### config.mk
export PLATFORM = sky130hd
export DESIGN_NAME = stereo_tx_fifo
export DESIGN_NICKNAME = d
export VERILOG_FILES = /design/src/rtl/stf_pkg.sv /design/src/rtl/stf_pair_buffer.sv /design/src/rtl/stf_irq_ctrl.sv /design/src/rtl/stereo_tx_fifo.sv
export SDC_FILE = /design/constraint.sdc
export NUM_CORES = 1
export LEC_CHECK = 0
export BUFFER_PORTS_ARGS = -buffer_cell sky130_fd_sc_hd__buf_4
export CAP_MARGIN = 20
export CORE_MARGIN = 2
export CORE_UTILIZATION = 40
export CTS_CLUSTER_DIAMETER = 50
export DETAILED_ROUTE_END_ITERATION = 12
export SYNTH_ARGS = -nofsm -noshare
export SYNTH_HDL_FRONTEND = slang
export SYNTH_HIERARCHICAL = 1
export SYNTH_SLANG_ARGS = --single-unit
### constraint.sdc
create_clock -name clk -period 4.1 [get_ports clk]
set_clock_uncertainty 0.15 [all_clocks]
set_input_delay 0.205 -clock clk [delete_from_list [all_inputs] [get_ports clk]]
set_output_delay 0.205 -clock clk [all_outputs]
set_load 0.01 [all_outputs]
### src/rtl/stf_pkg.sv
// Package: shared types for the stereo transmit FIFO.
// Assumes nothing beyond IEEE 1800-2017.
package stf_pkg;

    // Threshold choice for the fill-level interrupt.
    typedef enum logic {
        LVL_HALF  = 1'b0,
        LVL_EMPTY = 1'b1
    } stf_lvl_e;

endpackage

### src/rtl/stf_pair_buffer.sv
// Pair buffer: circular store of stereo pairs with read/write pointers
// and an occupancy count. Assumes DEPTH is a power of two so pointers
// wrap naturally. Push while full and pop while empty are ignored here.
module stf_pair_buffer #(
    parameter int SAMPLE_W = 16,
    parameter int DEPTH    = 8,
    localparam int PTR_W   = $clog2(DEPTH),
    localparam int CNT_W   = PTR_W + 1
) (
    input  logic                clk,
    input  logic                rst_n,
    input  logic                flush,
    input  logic                push,
    input  logic [SAMPLE_W-1:0] push_left,
    input  logic [SAMPLE_W-1:0] push_right,
    input  logic                pop,
    output logic [SAMPLE_W-1:0] head_left,
    output logic [SAMPLE_W-1:0] head_right,
    output logic [CNT_W-1:0]    count,
    output logic                full,
    output logic                empty
);

    logic [2*SAMPLE_W-1:0] store [DEPTH];
    logic [PTR_W-1:0]      wr_ptr;
    logic [PTR_W-1:0]      rd_ptr;
    logic                  do_push;
    logic                  do_pop;

    assign full    = (count == CNT_W'(DEPTH));
    assign empty   = (count == '0);
    assign do_push = push && !full && !flush;
    assign do_pop  = pop && !empty && !flush;
    assign {head_left, head_right} = store[rd_ptr];

    // Entry storage: written only on an accepted push.
    always_ff @(posedge clk) begin
        if (do_push) store[wr_ptr] <= {push_left, push_right};
    end

    // Pointer and count upkeep; flush returns to the empty state.
    always_ff @(posedge clk) begin
        if (!rst_n || flush) begin
            wr_ptr <= '0;
            rd_ptr <= '0;
            count  <= '0;
        end else begin
            if (do_push) wr_ptr <= wr_ptr + 1'b1;
            if (do_pop)  rd_ptr <= rd_ptr + 1'b1;
            case ({do_push, do_pop})
                2'b10:   count <= count + 1'b1;
                2'b01:   count <= count - 1'b1;
                default: count <= count;
            endcase
        end
    end

    AST_COUNT_BOUND: assert property (@(posedge clk) disable iff (!rst_n)
        count <= CNT_W'(DEPTH));
    AST_FULL_DROP: assert property (@(posedge clk) disable iff (!rst_n)
        (full && push && !pop && !flush) |=> $stable(count));
    AST_FLUSH_EMPTY: assert property (@(posedge clk) disable iff (!rst_n)
        flush |=> (count == '0));

endmodule

### src/rtl/stf_irq_ctrl.sv
// Interrupt control: sticky underflow flag and the two interrupt outputs.
// Assumes uf_event is already qualified by the channel enable.
module stf_irq_ctrl #(
    parameter int DEPTH  = 8,
    localparam int CNT_W = $clog2(DEPTH) + 1
) (
    input  logic             clk,
    input  logic             rst_n,
    input  logic             chan_en,
    input  logic [CNT_W-1:0] count,
    input  logic             lvl_sel,
    input  logic             uf_irq_en,
    input  logic             uf_event,
    input  logic             uf_clear,
    output logic             fill_irq,
    output logic             uf_flag,
    output logic             uf_irq
);
    import stf_pkg::*;

    stf_lvl_e lvl;
    assign lvl = stf_lvl_e'(lvl_sel);

    // Fill-level compare against the selected threshold.
    always_comb begin
        if (!chan_en)              fill_irq = 1'b0;
        else if (lvl == LVL_EMPTY) fill_irq = (count == '0);
        else                       fill_irq = (count <= CNT_W'(DEPTH / 2));
    end

    // Sticky underflow flag; a new event wins over a clear.
    always_ff @(posedge clk) begin
        if (!rst_n)        uf_flag <= 1'b0;
        else if (uf_event) uf_flag <= 1'b1;
        else if (uf_clear) uf_flag <= 1'b0;
    end

    assign uf_irq = uf_flag && uf_irq_en;

    AST_UF_SET: assert property (@(posedge clk) disable iff (!rst_n)
        uf_event |=> uf_flag);
    AST_UF_STICKY: assert property (@(posedge clk) disable iff (!rst_n)
        (uf_flag && !uf_clear) |=> uf_flag);

endmodule

### src/rtl/stereo_tx_fifo.sv
// Stereo transmit FIFO top: holds the left word, commits pairs on the
// right write, feeds the serializer with registered samples (zeros on
// underflow) and flushes everything while the channel is disabled.
// Assumes single-cycle strobes from the host and the serializer.
module stereo_tx_fifo #(
    parameter int SAMPLE_W = 16,
    parameter int DEPTH    = 8,
    localparam int CNT_W   = $clog2(DEPTH) + 1
) (
    input  logic                clk,
    input  logic                rst_n,
    input  logic                chan_en,
    input  logic                wr_left,
    input  logic                wr_right,
    input  logic [SAMPLE_W-1:0] wr_data,
    input  logic                lvl_sel,
    input  logic                uf_irq_en,
    input  logic                uf_clear,
    input  logic                rd_req,
    output logic [SAMPLE_W-1:0] sample_left,
    output logic [SAMPLE_W-1:0] sample_right,
    output logic                full,
    output logic                fill_irq,
    output logic                uf_flag,
    output logic                uf_irq
);

    logic [SAMPLE_W-1:0] held_left;
    logic [SAMPLE_W-1:0] head_left;
    logic [SAMPLE_W-1:0] head_right;
    logic [CNT_W-1:0]    count;
    logic                buf_full;
    logic                buf_empty;
    logic                uf_event;
    logic                pop_req;

    assign pop_req  = chan_en && rd_req;
    assign uf_event = pop_req && buf_empty;
    assign full     = chan_en && buf_full;

    // Left holding register; a newer left write replaces an older one.
    always_ff @(posedge clk) begin
        if (!rst_n || !chan_en) held_left <= '0;
        else if (wr_left)       held_left <= wr_data;
    end

    // Serializer-facing sample registers, zero pair on underflow.
    always_ff @(posedge clk) begin
        if (!rst_n) begin
            sample_left  <= '0;
            sample_right <= '0;
        end else if (pop_req) begin
            sample_left  <= buf_empty ? '0 : head_left;
            sample_right <= buf_empty ? '0 : head_right;
        end
    end

    stf_pair_buffer #(.SAMPLE_W(SAMPLE_W), .DEPTH(DEPTH)) u_buf (
        .clk        (clk),
        .rst_n      (rst_n),
        .flush      (!chan_en),
        .push       (chan_en && wr_right),
        .push_left  (held_left),
        .push_right (wr_data),
        .pop        (pop_req),
        .head_left  (head_left),
        .head_right (head_right),
        .count      (count),
        .full       (buf_full),
        .empty      (buf_empty)
    );

    stf_irq_ctrl #(.DEPTH(DEPTH)) u_irq (
        .clk       (clk),
        .rst_n     (rst_n),
        .chan_en   (chan_en),
        .count     (count),
        .lvl_sel   (lvl_sel),
        .uf_irq_en (uf_irq_en),
        .uf_event  (uf_event),
        .uf_clear  (uf_clear),
        .fill_irq  (fill_irq),
        .uf_flag   (uf_flag),
        .uf_irq    (uf_irq)
    );

    AST_UF_ZERO: assert property (@(posedge clk) disable iff (!rst_n)
        uf_event |=> (sample_left == '0 && sample_right == '0));
    AST_DISABLED_QUIET: assert property (@(posedge clk) disable iff (!rst_n)
        !chan_en |-> (!full && !fill_irq));

endmodule

==> metrics, run 1 <==
run status complete, no violations; CTS Sinks 318; latest clock arrival within the worst-skew pair 0.51 ns; min Tclk post-route roughly 2.9 ns; starting density of the core between 40% and 50%; number of different library cells in the post-synthesis netlist 42; register area share after synthesis 70.4%; Via Count approximately 6300; total detailed-routing wirelength ~25000 um; synthesis-to-finish area growth 17.8%; count of buffer and inverter cells on the critical path 0; largest net degree at the start of global routing 66; clk root buf clkbuf_16; Yosys warning count 6; drt wl/cell around 22 um; final-report max-slew violation count 0; number of inserted filler cells in the final layout between 2000 and 3000; worst reg-to-reg setup slack 1.23 ns; number of enable-type register cells in the synthesized netlist 256; most frequent cells in the layout edfxtp_1 (256), buf_4 (73), dfxtp_1 (60); FF-to-FF path depth 10; Total Routing Usage GR around 16%; number of vias per cell between 5 and 6; delay of the slowest cell on the worst path roughly 0.6 ns; count of final hold-check violations 0; Sum Neg Setup Slack 0 ns; Die X 182 um; setup violators final 0; placeable core region around 31000 um2; worst hold path depth 2; total overflow reported by the global router 0; count of buffers inserted at the top-level ports 60; type of element capturing the critical path flop; TritonCTS Buffers 35; starting DRC count in detailed routing approximately 390; end point of the most critical hold path sample_left[13]; unrepaired setup endpoints after global routing false; die area roughly 33000 um2; num rows 65; clock-pin slew of the registers on the worst-case setup and hold paths ~0.06 ns; via count of the first global-routing pass between 6000 and 7000; Crit path max-delay family simple AND/OR/NAND/NOR gates; antenna violations before repair 0; power per unit of standard cell area between 400 and 500 nW/um2; total non-filler cell area in the finished layout ~15000 um2; H-tree level count 2; post-cts gate resize count 0; synthesized area about 13000 um2; beginning of the worst hold path rst_n; Worst slew margin between 30% and 40%; Placed Area between 10000 and 15000 um2; flip-flop and latch count after synthesis between 300 and 400; Critical-path top delay cell or4b_4; cell leakage power approximately 5 nW; max frequency 0.349 GHz; Hold WC Path Type in -> reg; count of antenna diodes in the layout 0; Final #Nets 777; CP Cell Sequence or4b_4 > nand2_1 > or2_2 > ha_1 > xor2_1 > ha_1 > a21oi_1 > xor2_1 > or3_1 > a21oi_1; post-route antenna net violation count 0; required time at the endpoint of the critical path 4.38 ns; top flip-flop cell by instance count after synthesis edfxtp_1; HPWL after detailed placement approximately 14000 um; largest fanout on the critical path 10; number of setup buffers added after CTS 0; mean area per synthesized cell approximately 19 um2; worst vdd ir around 0.24 mV; CTS tree built; crit path DAT roughly 3.2 ns; endpoint of the most critical register-to-register path u_buf/count[2]; DRT Pass-1 Iters 4; final routed DRC violation total 0; number of cells produced by synthesis 664; number of nets in the synthesized netlist about 700; most common cell after layout, fill and taps aside edfxtp_1; fraction of registers with async set/reset 0%; Worst Tran Pin Value slightly above 0.9 ns; cts hold-fix bufs 17; final estimated routing congestion in global placement between 0.7 and 0.8; total I/O pin count between 60 and 70; Reg2Reg Launch Point u_buf/count[1]; Worst Path Class, Setup reg -> reg; maximum number of buffers from clock root to sink 3; share of post-route cells with drive strength above 1 between 20 and 30%; chip height between 150 and 200 um; Critical Path Start Type flop; number of maximum-capacitance violations 0; final critical-path share of the clock period between 60 and 70%; global-route wire length before repair between 30000 and 40000 um
[cells in the mapped netlist, types with 5 or more instances]
| master | count | area, um2 |
|---|---|---|
| clkbuf_1 | 10 | 37.5 |
| ha_1 | 5 | 62.6 |
| mux2_2 | 32 | 360 |
| mux4_2 | 24 | 541 |
| a21boi_0 | 32 | 240 |
| edfxtp_1 | 256 | 7690 |
| dfxtp_1 | 62 | 1240 |
| mux2i_1 | 18 | 180 |
| o21a_1 | 33 | 248 |
| buf_2 | 15 | 75.1 |
| mux4_1 | 40 | 1050 |
| xor2_1 | 6 | 52.6 |
| nor2_1 | 34 | 128 |
| buf_6 | 10 | 113 |
| and4b_1 | 32 | 320 |
[area by class of cell]
class | instances | area [um2] | area share (%)
tap | 402 | 503 | 3.37
clock inverter | 20 | 267 | 1.78
clock buffer | 44 | 961 | 6.43
inverter | 4 | 15.0 | 0.100
timing repair buffer | 91 | 738 | 4.94
sequential | 318 | 8940 | 59.8
multi-input combinational | 297 | 3520 | 23.6
[power breakdown]
part | switching (mW) | internal [mW]
logic | 0.0915 | 0.0619
clock network | 1.23 | 2.00
registers | 0.0154 | 3.49
[registers in the layout, indices dropped and copies added, names as in the netlist, named ones only]
name and flops:
u_buf/wr_ptr 3, sample_right 16, u_irq/uf_flag 1, u_buf/rd_ptr 3, u_buf/count 4, held_left 16, u_buf/store 256, sample_left 16
[cells by family (layout without fill, tap and decap cells)]
| family | after synthesis | after routing | share of synthesized area (%) |
|---|---|---|---|
| XOR/XNOR | 7 | 7 | 0.483 |
| adder cells (fa/ha/maj) | 5 | 5 | 0.493 |
| buffers and inverters | 49 | 159 | 2.35 |
| AO/OA/AOI/OAI | 75 | 75 | 4.46 |
| multiplexers | 114 | 114 | 16.8 |
| AND/OR/NAND/NOR | 96 | 96 | 5.05 |
| flip-flops | 318 | 318 | 70.4 |
[stage by stage]
step                      cells  total power, mW  hold slack (ns)  setup WS (ns)  util, %
after global routing       1176             7.12           0.0339           1.02     47.6
after CTS                  1176             6.98           0.0283           1.25     47.6
after global placement     1095             3.71            0.300           1.39     43.1
final                      1176             6.89           0.0293           1.23     47.6
after floorplan             664             3.65            0.154          0.162        -
after detailed placement   1095             3.72            0.308           1.28     43.1
[metal layers]
metal / track usage, % / up-vias / share of wire, % / routed length [um]
met4: 4.00 / 0 / 1.4 / 364
met5: 0 / - / 0 / 0
met2: 27.8 / 100 / 52 / 13200
met3: 2.27 / 28 / 3.2 / 809
met1: 20.3 / 3316 / 44 / 11100
li1: - / 2880 / - / -
[worst register-to-register path: stages, from the launching register on]
cell	delay (ns)
dfxtp_1	0.43
or4b_4	0.60
nand2_1	0.15
or2_2	0.15
ha_1	0.28
xor2_1	0.10
ha_1	0.19
a21oi_1	0.18
xor2_1	0.11
or3_1	0.31
a21oi_1	0.14
[worst max path at each step]
stage / from / endpoint / slack, ns / depth (start not counted)
CTS: u_buf/count[1] / u_buf/count[2] / 1.25 / 10
global placement: u_buf/count[1] / u_buf/count[2] / 1.39 / 10
global route: u_buf/count[1] / u_buf/count[2] / 1.02 / 10
floorplan: u_buf/count[1] / u_buf/store[0][0] / 0.16 / 5
detailed placement: u_buf/count[0] / u_buf/count[2] / 1.28 / 10
finish: u_buf/count[1] / u_buf/count[2] / 1.23 / 10
No activity file was read; power rests on OpenSTA's default activity.
==> run 2, diff against run 1 <==
- clock period: 4.1 -> 2.5 ns (I/O delays scaled with it)
==> metrics, run 2 (synthesis gave the netlist of run 1 again) <==
Critical Path Start Type flop; Worst Path Class, Setup reg -> reg; post-route antenna net violation count 0; power per unit of standard cell area ~710 nW/um2; latest clock arrival within the worst-skew pair about 0.52 ns; met3 wire length about 740 um; CTS Sinks approximately 320; combinational group share of total power ~2.5%; starting DRC count in detailed routing approximately 370; crit path DAT around 2.8 ns; power share of the sequential group around 53%; final critical-path share of the clock period 101%; number of maximum-capacitance violations 0; most common cell after layout, fill and taps aside edfxtp_1; net switching power figure between 2 and 2.5 mW; cell leakage power roughly 5.2 nW; HPWL after detailed placement 14600 um; Crit path top cell by count a21oi_2; unrepaired setup endpoints after global routing true; Critical-path top delay cell or4b_4; global-route wire length before repair between 40000 and 50000 um; antenna violations before repair 0; number of vias per cell 5.38; CTS tree built; synthesis-to-finish area growth 19.9%; via count of the first global-routing pass 6755; Hold WC Path Type in -> reg; share of power burned in the clock network approximately 45%; CP Cell Sequence or4b_4 > nand2_4 > or2_4 > ha_4 > xor2_2 > ha_2 > a21oi_2 > xor2_1 > or3_1 > a21oi_2; internal power slightly below 9 mW; count of buffers inserted at the top-level ports 60; violated checks negative setup slack; final estimated routing congestion in global placement 0.701; max frequency between 0.3 and 0.4 GHz; Placed Area ~14000 um2; uppermost layer routed met4; TritonCTS Buffers 35; clk root buf clkbuf_16; Top reg by flops u_buf/store; largest net degree at the start of global routing 66; delay of the slowest cell on the worst path roughly 0.57 ns; Worst slew margin 42.0%; drt wl/cell 22.2 um; final hold slack roughly 0.15 ns; worst vdd ir around 0.44 mV; count of antenna diodes in the layout 0; count of buffer and inverter cells on the critical path 0; total I/O pin count 61; setup violators final 1; starting density of the core between 40 and 50%; run status finished, violations left; wire length the detailed router placed on met1 about 12000 um; DRT Pass-1 Iters 4; clock-pin slew of the registers on the worst-case setup and hold paths 0.06 ns; maximum number of buffers from clock root to sink 3; max reg flops 256; chip height approximately 180 um; switching power share of the total roughly a fifth; Crit path max-delay family simple AND/OR/NAND/NOR gates; final-report max-slew violation count 0; final routed DRC violation total 0; H-tree level count 2; min Tclk post-route 2.52 ns; Via Count between 6000 and 7000; largest fanout on the critical path 3; smallest setup slack after layout -0.0217 ns; Die X approximately 180 um; most frequent cells in the layout edfxtp_1 (256), buf_4 (81), dfxtp_1 (58); required time at the endpoint of the critical path between 2 and 3 ns; share of post-route cells with drive strength above 1 between 20% and 30%; Final #Nets 800; total overflow reported by the global router 0; total detailed-routing wirelength 26600 um; die area ~33000 um2; WL met2 between 10000 and 15000 um; Worst Tran Pin Value 0.868 ns; worst reg-to-reg setup slack -0.02 ns; num rows 65; type of element capturing the critical path flop; count of final hold-check violations 0; total non-filler cell area in the finished layout ~15000 um2; Total Routing Usage GR 16.2%; placeable core region 31400 um2
==> run 2: worst reg2reg max path, cell delays in order (launching register included) <==
cell	delay [ns]
dfxtp_2	0.32
or4b_4	0.57
nand2_4	0.08
or2_4	0.13
ha_4	0.15
xor2_2	0.16
ha_2	0.20
a21oi_2	0.04
xor2_1	0.15
or3_1	0.33
a21oi_2	0.16
==> run 2: worst paths after layout <==
| path | from | cells after the start | end |
|---|---|---|---|
| max | u_buf/count[0] | 10 | u_buf/count[2] |
| min | rd_req | 6 | u_buf/rd_ptr[0] |
| max reg2reg | u_buf/count[0] | 10 | u_buf/count[2] |
| min reg2reg | u_buf/rd_ptr[2] | 2 | u_buf/rd_ptr[2] |
==> run 2: power by group through the flow <==
| stage | logic, mW | clock network (mW) | registers (mW) |
|---|---|---|---|
| floorplan | 0.129 | 0 | 5.86 |
| global placement | 0.242 | 0 | 5.86 |
| detailed placement | 0.249 | 0 | 5.86 |
| CTS | 0.278 | 4.93 | 5.75 |
| global route | 0.302 | 5.12 | 5.75 |
| finish | 0.276 | 4.83 | 5.75 |
==> run 2: layer usage <==
| metal | global-route usage [%] | vias up |
|---|---|---|
| met1 | 20.6 | 3369 |
| met4 | 4.32 | 0 |
| met5 | 0 | - |
| li1 | - | 2925 |
| met3 | 2.37 | 33 |
| met2 | 29.2 | 117 |
==> run 2: layout make-up <==
cell class / instances / area (um2)
multi-input combinational: 297 / 3590
fill: 2560 / 16200
clock buffer: 44 / 951
timing repair buffer: 114 / 1070
tap: 402 / 503
sequential: 318 / 8940
clock inverter: 19 / 146
inverter: 4 / 15.0
==> run 2: stage by stage <==
step	cells	utilization (%)	setup WS (ns)	power, mW	setup TNS [ns]
after global placement	1111	44.0	0.0504	6.10	0
after detailed placement	1111	44.0	-0.0655	6.11	-0.0655
after global routing	1198	48.4	-0.0757	11.2	-0.123
after floorplan	664	-	-0.270	5.98	-30.78
after CTS	1196	48.3	0.000496	11.0	0
final	1198	48.4	-0.0217	10.8	-0.0217
==> run 2: repair_timing <==
item                                    4_1_cts  5_1_grt
resized for setup                             5        6
hold buffers                                 21        0
pin swaps                                     1        3
cloned                                        0        0
hold endpoints to repair                    152        0
endpoints found under the setup margin        1        2
setup buffers                                 1        1
==> run 3, diff against run 2 <==
- CELL_PAD_IN_SITES_DETAIL_PLACEMENT: unset -> 1
- CELL_PAD_IN_SITES_GLOBAL_PLACEMENT: unset -> 1
- PLACE_DENSITY_LB_ADDON: unset -> 0.1
- clock period: 2.5 -> 3.2 ns (I/O delays scaled with it)
==> metrics, run 3 (synthesis gave the netlist of run 1 again) <==
count of buffers inserted at the top-level ports 60; max reg flops 256; worst vdd ir 0.300 mV; setup violators final 0; chip height around 180 um; DRT Pass-1 Iters 4; utilization of the core after routing between 40% and 50%; num rows between 60 and 70; count of antenna diodes in the layout 0; Worst Tran Pin Value 0.661 ns; final routed DRC violation total 0; die area between 30000 and 40000 um2; drt wl/cell 24.1 um; final hold slack 0.00857 ns; via count of the first global-routing pass around 6800; total non-filler cell area in the finished layout around 15000 um2; total overflow reported by the global router 0; Hold WC Path Type in -> reg; placeable core region 31400 um2; final-report max-slew violation count 0; crit path DAT 3.11 ns; clk root buf clkbuf_16; number of maximum-capacitance violations 0; placed cell count 1097; share of post-route cells with drive strength above 1 around a quarter; latest clock arrival within the worst-skew pair between 0.5 and 0.6 ns; worst reg-to-reg setup slack roughly 0.37 ns; Die X roughly 180 um; CTS Sinks 318; Via Count between 6000 and 7000; Worst Path Class, Setup reg -> reg; synthesis-to-finish area growth 19.1%; number of vias per cell 5.44; TritonCTS Buffers 38; H-tree level count 2; overall power of the completed layout 8.84 mW; Final #Nets approximately 790; starting DRC count in detailed routing 430; final critical-path share of the clock period between 80% and 90%; count of final hold-check violations 0; delay of the slowest cell on the worst path 0.60 ns; required time at the endpoint of the critical path about 3.5 ns; unrepaired setup endpoints after global routing false; CTS tree built; area used by multi-input combinational logic 3540 um2; Placed Area 13700 um2; Total Routing Usage GR about 18%; antenna violations before repair 1; max frequency approximately 0.35 GHz; run status complete, no violations; flip-flop and latch area 8930 um2; pre-CTS setup slack a little under 0.4 ns; most common cell after layout, fill and taps aside edfxtp_1; count of placed standard cells in the final layout, fillers left out ~1200; smallest setup slack after layout about 0.37 ns; most frequent cells in the layout edfxtp_1 (256), buf_4 (66), dfxtp_1 (60); power per unit of standard cell area slightly below 600 nW/um2; global-route wire length before repair 43300 um; Sum Neg Setup Slack 0 ns; post-route antenna net violation count 0; min Tclk post-route roughly 2.8 ns; starting density of the core about two fifths; number of inserted filler cells in the final layout 2890; Critical Path Start Type flop; Critical-path top delay cell or4b_4; FF-to-FF path depth 10; cell leakage power 5.15 nW; final estimated routing congestion in global placement 0.689; total I/O pin count between 60 and 70; clock-pin slew of the registers on the worst-case setup and hold paths 0.06 ns; largest net degree at the start of global routing 66; largest fanout on the critical path 10; HPWL after detailed placement around 15000 um; total detailed-routing wirelength roughly 29000 um; maximum number of buffers from clock root to sink 3; type of element capturing the critical path flop; worst hold path depth 3; Worst slew margin around 56%; CP Cell Sequence or4b_4 > nand2_1 > or2_2 > ha_1 > xor2_1 > ha_1 > a21oi_1 > xor2_1 > or3_1 > a21oi_1; post-cts gate resize count 0; Top reg by flops u_buf/store
-- run 3: final timing paths --
check                        from               to
setup / recovery   u_buf/count[1]   u_buf/count[2]
setup reg to reg   u_buf/count[1]   u_buf/count[2]
hold / removal            chan_en  sample_left[13]
hold reg to reg   u_buf/rd_ptr[2]  u_buf/rd_ptr[2]
-- run 3: per-layer routing --
metal,up-vias,track usage (%),wire (um)
li1,2888,-,-
met1,3363,24.5,13100
met2,152,29.2,13800
met3,45,2.71,1210
met4,0,4.58,534
met5,-,0,0
-- run 3: area by class of cell --
cell class / instances / share of cell area, %
Timing Repair Buffer: 96 / 5.93
Sequential cell: 318 / 59.1
Clock buffer: 50 / 6.93
Tap cell: 402 / 3.33
Inverter: 4 / 0.0994
Multi-Input combinational cell: 297 / 23.4
Clock inverter: 19 / 1.18
-- run 3: power breakdown --
part	total [mW]	internal [mW]	switching, mW
clock	4.14	2.49	1.65
sequential	4.49	4.47	0.0199
combinational	0.206	0.0839	0.122
total	8.84	7.05	1.79
-- run 3: timing repair --
item,CTS,global route
endpoints found under the setup margin,0,0
hold buffers,20,0
setup buffers,0,0
endpoints found under the hold margin,178,0
-- run 3: worst max-delay path: cells and delay by family (launching register included) --
family / cells / cell delay (ns)
simple gates: 4 / 1.23
fa+ha+maj: 2 / 0.42
flops: 1 / 0.42
xor+xnor: 2 / 0.36
compound gates: 2 / 0.18
